`src/rtl/irq_lvl_pkg.sv`:
```
package irq_lvl_pkg;
  localparam int PRIO_W = 3;
  localparam logic [PRIO_W-1:0] PRIO_DESC = 3'b111;

  typedef enum logic [1:0] {
    ADDR_REQ  = 2'd0,
    ADDR_MASK = 2'd1,
    ADDR_PRIO = 2'd2,
    ADDR_MODE = 2'd3
  } reg_sel_e;
endpackage

```
`src/rtl/irq_lvl_capture.sv`:
```
module irq_lvl_capture #(
  parameter int NUM_SRC = 27,
  parameter int NUM_LVL = 8
) (
  input  logic [NUM_SRC-1:0] src_req,
  output logic [NUM_LVL-1:0] lvl_hit
);
  // Sources are spread evenly: source i belongs to level floor(i*NUM_LVL/NUM_SRC)
  function automatic logic [NUM_SRC-1:0] members(input int lvl);
    logic [NUM_SRC-1:0] m;
    m = '0;
    for (int i = 0; i < NUM_SRC; i++)
      if ((i * NUM_LVL) / NUM_SRC == lvl) m[i] = 1'b1;
    return m;
  endfunction

  for (genvar l = 0; l < NUM_LVL; l++) begin : g_lvl
    localparam logic [NUM_SRC-1:0] MEMB = members(l);
    assign lvl_hit[l] = |(src_req & MEMB);
  end
endmodule

```
`src/rtl/irq_lvl_regs.sv`:
```
module irq_lvl_regs
  import irq_lvl_pkg::*;
#(
  parameter int NUM_LVL = 8,
  parameter int DATA_W  = 8,
  parameter int LVL_W   = 3
) (
  input  logic               clk,
  input  logic               rst_n,
  input  logic               wr_en,
  input  logic [1:0]         addr,
  input  logic [DATA_W-1:0]  wdata,
  output logic [DATA_W-1:0]  rdata,
  input  logic [NUM_LVL-1:0] set_lvl,
  input  logic [NUM_LVL-1:0] ack_clr,
  output logic [NUM_LVL-1:0] req_q,
  output logic [NUM_LVL-1:0] mask_q,
  output logic [PRIO_W-1:0]  prio_q,
  output logic               gie_q,
  output logic               fast_en_q,
  output logic [LVL_W-1:0]   fast_sel_q
);
  logic wr_req, wr_mask, wr_prio, wr_mode;
  logic [NUM_LVL-1:0] sw_keep;

  assign wr_req  = wr_en && (addr == ADDR_REQ);
  assign wr_mask = wr_en && (addr == ADDR_MASK);
  assign wr_prio = wr_en && (addr == ADDR_PRIO);
  assign wr_mode = wr_en && (addr == ADDR_MODE);

  // Software may only clear; new events always win the edge
  assign sw_keep = wr_req ? wdata[NUM_LVL-1:0] : '1;

  always_ff @(posedge clk) begin
    if (!rst_n) begin
      req_q      <= '0;
      mask_q     <= '1;
      prio_q     <= '0;
      gie_q      <= 1'b0;
      fast_en_q  <= 1'b0;
      fast_sel_q <= '0;
    end else begin
      req_q <= (req_q & ~ack_clr & sw_keep) | set_lvl;
      if (wr_mask) mask_q <= wdata[NUM_LVL-1:0];
      if (wr_prio) prio_q <= wdata[PRIO_W-1:0];
      if (wr_mode) begin
        gie_q      <= wdata[0];
        fast_en_q  <= wdata[1];
        fast_sel_q <= wdata[LVL_W+1:2];
      end
    end
  end

  always_comb begin
    unique case (addr)
      ADDR_REQ:  rdata = DATA_W'(req_q);
      ADDR_MASK: rdata = DATA_W'(mask_q);
      ADDR_PRIO: rdata = DATA_W'(prio_q);
      default:   rdata = DATA_W'({fast_sel_q, fast_en_q, gie_q});
    endcase
  end
endmodule

```
`src/rtl/irq_lvl_arbiter.sv`:
```
module irq_lvl_arbiter
  import irq_lvl_pkg::*;
#(
  parameter int NUM_LVL = 8,
  parameter int LVL_W   = 3
) (
  input  logic [NUM_LVL-1:0] pend,
  input  logic               gie,
  input  logic [PRIO_W-1:0]  prio,
  input  logic               fast_en,
  input  logic [LVL_W-1:0]   fast_sel,
  output logic               any,
  output logic [LVL_W-1:0]   lvl,
  output logic               fast
);
  logic desc;
  assign desc = (prio == PRIO_DESC);

  always_comb begin
    any  = 1'b0;
    lvl  = '0;
    fast = 1'b0;
    if (gie) begin
      if (fast_en && pend[fast_sel]) begin
        any  = 1'b1;
        lvl  = fast_sel;
        fast = 1'b1;
      end else if (desc) begin
        for (int i = 0; i < NUM_LVL; i++)
          if (pend[i]) begin
            any = 1'b1;
            lvl = i[LVL_W-1:0];
          end
      end else begin
        for (int i = NUM_LVL - 1; i >= 0; i--)
          if (pend[i]) begin
            any = 1'b1;
            lvl = i[LVL_W-1:0];
          end
      end
    end
  end
endmodule

```
`src/rtl/irq_lvl_offer.sv`:
```
module irq_lvl_offer #(
  parameter int LVL_W = 3
) (
  input  logic             clk,
  input  logic             rst_n,
  input  logic             cand_any,
  input  logic [LVL_W-1:0] cand_lvl,
  input  logic             cand_fast,
  input  logic             ready,
  output logic             valid_q,
  output logic [LVL_W-1:0] lvl_q,
  output logic             fast_q,
  output logic             accept
);
  logic load;
  assign load   = !valid_q || ready;
  assign accept = valid_q && ready;

  always_ff @(posedge clk) begin
    if (!rst_n) begin
      valid_q <= 1'b0;
      lvl_q   <= '0;
      fast_q  <= 1'b0;
    end else if (load) begin
      valid_q <= cand_any;
      lvl_q   <= cand_lvl;
      fast_q  <= cand_fast;
    end
  end
endmodule

```
`src/rtl/irq_lvl_ctrl.sv`:
```
module irq_lvl_ctrl
  import irq_lvl_pkg::*;
#(
  parameter int NUM_SRC = 27,
  parameter int NUM_LVL = 8,
  parameter int DATA_W  = 8,
  parameter int LVL_W   = $clog2(NUM_LVL)
) (
  input  logic               clk,
  input  logic               rst_n,
  input  logic [NUM_SRC-1:0] src_req,
  input  logic               reg_wr_en,
  input  logic [1:0]         reg_addr,
  input  logic [DATA_W-1:0]  reg_wdata,
  output logic [DATA_W-1:0]  reg_rdata,
  output logic               irq_valid,
  input  logic               irq_ready,
  output logic [LVL_W-1:0]   irq_level,
  output logic               irq_fast
);
  logic [NUM_LVL-1:0] lvl_hit, set_lvl, ack_clr, req_q, mask_q, pend;
  logic [PRIO_W-1:0]  prio_q;
  logic               gie, fast_en, accept, cand_any, cand_fast;
  logic [LVL_W-1:0]   fast_sel, cand_lvl;

  irq_lvl_capture #(.NUM_SRC(NUM_SRC), .NUM_LVL(NUM_LVL)) u_cap (
    .src_req (src_req),
    .lvl_hit (lvl_hit)
  );

  assign set_lvl = lvl_hit & ~mask_q;

  always_comb begin
    ack_clr = '0;
    if (accept) ack_clr[irq_level] = 1'b1;
  end

  irq_lvl_regs #(.NUM_LVL(NUM_LVL), .DATA_W(DATA_W), .LVL_W(LVL_W)) u_regs (
    .clk        (clk),
    .rst_n      (rst_n),
    .wr_en      (reg_wr_en),
    .addr       (reg_addr),
    .wdata      (reg_wdata),
    .rdata      (reg_rdata),
    .set_lvl    (set_lvl),
    .ack_clr    (ack_clr),
    .req_q      (req_q),
    .mask_q     (mask_q),
    .prio_q     (prio_q),
    .gie_q      (gie),
    .fast_en_q  (fast_en),
    .fast_sel_q (fast_sel)
  );

  // The level granted on this edge must not be offered again at once
  assign pend = req_q & ~mask_q & ~ack_clr;

  irq_lvl_arbiter #(.NUM_LVL(NUM_LVL), .LVL_W(LVL_W)) u_arb (
    .pend     (pend),
    .gie      (gie),
    .prio     (prio_q),
    .fast_en  (fast_en),
    .fast_sel (fast_sel),
    .any      (cand_any),
    .lvl      (cand_lvl),
    .fast     (cand_fast)
  );

  irq_lvl_offer #(.LVL_W(LVL_W)) u_offer (
    .clk       (clk),
    .rst_n     (rst_n),
    .cand_any  (cand_any),
    .cand_lvl  (cand_lvl),
    .cand_fast (cand_fast),
    .ready     (irq_ready),
    .valid_q   (irq_valid),
    .lvl_q     (irq_level),
    .fast_q    (irq_fast),
    .accept    (accept)
  );
endmodule

```
`config.mk`:
```
export PLATFORM = sky130hd
export DESIGN_NAME = irq_lvl_ctrl
export DESIGN_NICKNAME = d
export VERILOG_FILES = /design/src/rtl/irq_lvl_pkg.sv /design/src/rtl/irq_lvl_capture.sv /design/src/rtl/irq_lvl_regs.sv /design/src/rtl/irq_lvl_arbiter.sv /design/src/rtl/irq_lvl_offer.sv /design/src/rtl/irq_lvl_ctrl.sv
export SDC_FILE = /design/constraint.sdc
export NUM_CORES = 1
export LEC_CHECK = 0
export CAP_MARGIN = 30
export CORE_MARGIN = 2
export CORE_UTILIZATION = 60
export CTS_CLUSTER_DIAMETER = 200
export DETAILED_ROUTE_END_ITERATION = 10
export DONT_BUFFER_PORTS = 1
export MAX_ROUTING_LAYER = met4
export PLACE_DENSITY = 0.88
export SYNTH_ARGS = -nofsm -noshare
export SYNTH_HDL_FRONTEND = slang
export SYNTH_SLANG_ARGS = --single-unit
```
`constraint.sdc`:
```
create_clock -name clk -period 2.4 [get_ports clk]
set_input_delay 0 -clock clk [delete_from_list [all_inputs] [get_ports clk]]
set_output_delay 0 -clock clk [all_outputs]
set_load 0.02 [all_outputs]
```
==> impl_metrics.json <==
{
  "gr-total-overflow": 0,
  "synth_area_um2": 1777,
  "vias": 1836,
  "cpMaxStageDelayCell": "dfxtp_1",
  "die_height_um": 58.42,
  "cts_tree": "built",
  "crit_chain": "and3b_2, a311oi_4, mux2_2, o221a_1, o2111a_2, a2111oi_2, o21a_1",
  "tightest_slew_ns": 0.9849,
  "startpoint_type": "flip-flop",
  "crit_path_max_incr_delay_ns": 0.43,
  "antenna_cells": 0,
  "crit_type": "flip-flop to flip-flop",
  "power.leakage_uw": 0.0008666,
  "worstSetupEndpointType": "flip-flop",
  "grt_pass1_vias": 1748,
  "die-area_um2": 3412,
  "timing.final.max_slew_violations": 0,
  "crit_fanout": 5,
  "worstHoldPathType": "input port to flip-flop",
  "fmax_ghz": 0.4438,
  "drtPass1Iterations": 5,
  "post_synth_inst_count": 218,
  "layout_common_cells": "28 x nand2_1, 28 x dlygate4sd3_1, 28 x dfxtp_1, 17 x nor2_1, 16 x nand3_1",
  "route.detailed.drc": 0,
  "cp_top_family": "compound AO/OA/AOI/OAI gates",
  "synth_edf_count": 0,
  "drt-total-wl_mm": 5.193,
  "synth_flop_cell": "dfxtp_1",
  "min_period_over_period_pct": 93.88,
  "path_clk_slew_ns": 0.09,
  "dieWidth_um": 58.42,
  "clock_skew_ns": 0.005679,
  "cts_max_level": 2,
  "via_per_inst": 6.534,
  "dpl_worst_slack_ns": 0.1848,
  "ios": 54,
  "yosys_warnings": 0,
  "cts_sinks": 29,
  "yosysSeqAreaShare_pct": 32.68,
  "start_util_pct": 63.88,
  "grt_pass1_wl_mm": 8.045,
  "grt_use_total_pct": 32.75,
  "drt_iter0_drc": 127,
  "rows": 19,
  "hold_viol": 0,
  "timing.critical_path.required_ns": 2.68,
  "grt_max_degree": 31,
  "place_area_um2": 1829,
  "finalSetupTns_ns": 0,
  "clk_latency_ns": 0.34,
  "power_density_nw_per_um2": 455.2,
  "nets": 291,
  "critPathBufInv": 0,
  "syn_avg_cell_area_um2": 8.150,
  "ys_types": 45,
  "drive_above_1_share_pct": 11.20,
  "place_congestion": 0.9979,
  "period_minus_slack_ns": 2.253,
  "postLayoutCellArea_um2": 2166,
  "syn2layout_area_growth_pct": 21.90,
  "instances_no_fill": 281,
  "synth_fp_nets": 259,
  "async_reset_ff_share_pct": 0,
  "core_um2": 2781,
  "power_uw": 985.8,
  "final-setup-viol-count": 0,
  "port-buffer-count": 0,
  "antenna_found_initial": 0,
  "worstPathArrival_ns": 2.53,
  "dp_hpwl_mm": 3.336,
  "rsz0062_at_grt": "false",
  "synth-seq-cells": 29,
  "max-clock-path-buffers": 2,
  "status": "finished clean",
  "slew_headroom_pct": 34.13,
  "final_antenna_net_count": 0,
  "vdd_ir_drop_max_v": 0.0005135,
  "max_cap_violations": 0,
  "cts_root_buf": "clkbuf_4",
  "numCtsBuffers": 5,
  "wire_per_inst_um": 18.48,
  "cts_setup_buffers": 0,
  "setup_slack_ns": 0.1469,
  "dp.cells": 246
}
==> logic make-up (layout without fill, tap and decap cells) <==
group / after synthesis / after routing / share of synthesized area [%]
compound gates: 47 / 47 / 19.58
simple gates: 106 / 106 / 30.49
flops: 29 / 29 / 32.68
buf+inv: 16 / 48 / 3.662
mux: 20 / 20 / 13.59
==> worst paths after layout <==
check,start,to,slack (ns),cells past startpoint
worst min register to register,u_regs.mask_q[2]$_SDFFE_PN1P_,u_regs.mask_q[2]$_SDFFE_PN1P_,0.50,2
worst max register to register,u_offer.lvl_q[0]$_SDFFE_PN0P_,u_offer.lvl_q[2]$_SDFFE_PN0P_,0.15,7
worst max-delay path,u_offer.lvl_q[0]$_SDFFE_PN0P_,u_offer.lvl_q[2]$_SDFFE_PN0P_,0.15,7
worst min-delay path,reg_addr[1],u_regs.mask_q[6]$_SDFFE_PN1P_,0.006,3
==> worst register-to-register path, stage by stage (launching register included) <==
cell       delay [ns]
dfxtp_1          0.43
and3b_2          0.31
a311oi_4         0.14
mux2_2           0.30
o221a_1          0.24
o2111a_2         0.30
a2111oi_2        0.32
o21a_1           0.15
==> where the power goes <==
part / switching, uW / internal (uW) / total, uW
combinational: 81.0 / 82.5 / 164
sequential: 20.0 / 500 / 520
clock: 164 / 138 / 302
total: 265 / 721 / 986
==> registers in the layout (all words and copies together), names as in the netlist <==
register,flops
u_regs.req_q,8
u_offer.lvl_q,3
u_regs.gie_q,1
u_regs.fast_sel_q,3
u_offer.fast_q,1
u_regs.prio_q,3
u_regs.fast_en_q,1
u_regs.mask_q,8
u_offer.valid_q,1
==> per-stage QoR <==
step / hold WS [ns] / utilization [%]
after floorplan: 0.1241 / -
after global placement: 0.07549 / 65.77
after detailed placement: 0.07905 / 65.77
after CTS: 0.002934 / 77.82
after global routing: 0.01744 / 77.87
final: 0.006419 / 77.87
==> area by class of cell <==
type	count	area (um2)
Multi-Input combinational cell	173	1131
Sequential cell	29	581.8
Clock buffer	7	55.05
Timing Repair Buffer	36	340.3
Tap cell	31	38.79
Inverter	5	18.77
Fill cell	193	615.6
==> cells in the mapped netlist (all sizes together), types with 2 or more instances <==
cell type	instances	area, um2
nor3	9	45.04
nand2b	4	25.02
inv	5	18.77
mux2i	14	140.1
and3b	2	18.77
nand3b	2	15.01
a21oi	2	10.01
clkbuf	8	30.03
o22ai	6	37.54
and2	9	56.30
buf	3	16.26
nand2	28	105.1
nor2	17	63.81
o21a	2	15.01
nor2b	10	62.56
nand3	16	80.08
o211ai	3	22.52
mux2	3	33.78
a22oi	2	15.01
o21ai	16	80.07
a311oi	3	50.05
a31oi	2	12.51
nor4	4	25.02
a22o	2	17.52
mux4	3	67.56
a211oi	2	15.01
dfxtp	29	580.6
==> per-layer routing <==
layer  global-route usage (%)  wire [um]  up-vias
met5                        -          0        -
met4                    15.28        168        0
met3                    6.813        431       18
met2                    56.02       2562      107
met1                    36.28       2031      851
li1                         -          -      860
==> repair_timing <==
action / 4_1_cts / 5_1_grt
endpoints found under the setup margin: 0 / 1
hold buffers: 28 / 0
endpoints found under the hold margin: 29 / 0
resized for setup: 0 / 1
No activity file was read; power rests on OpenSTA's default activity.
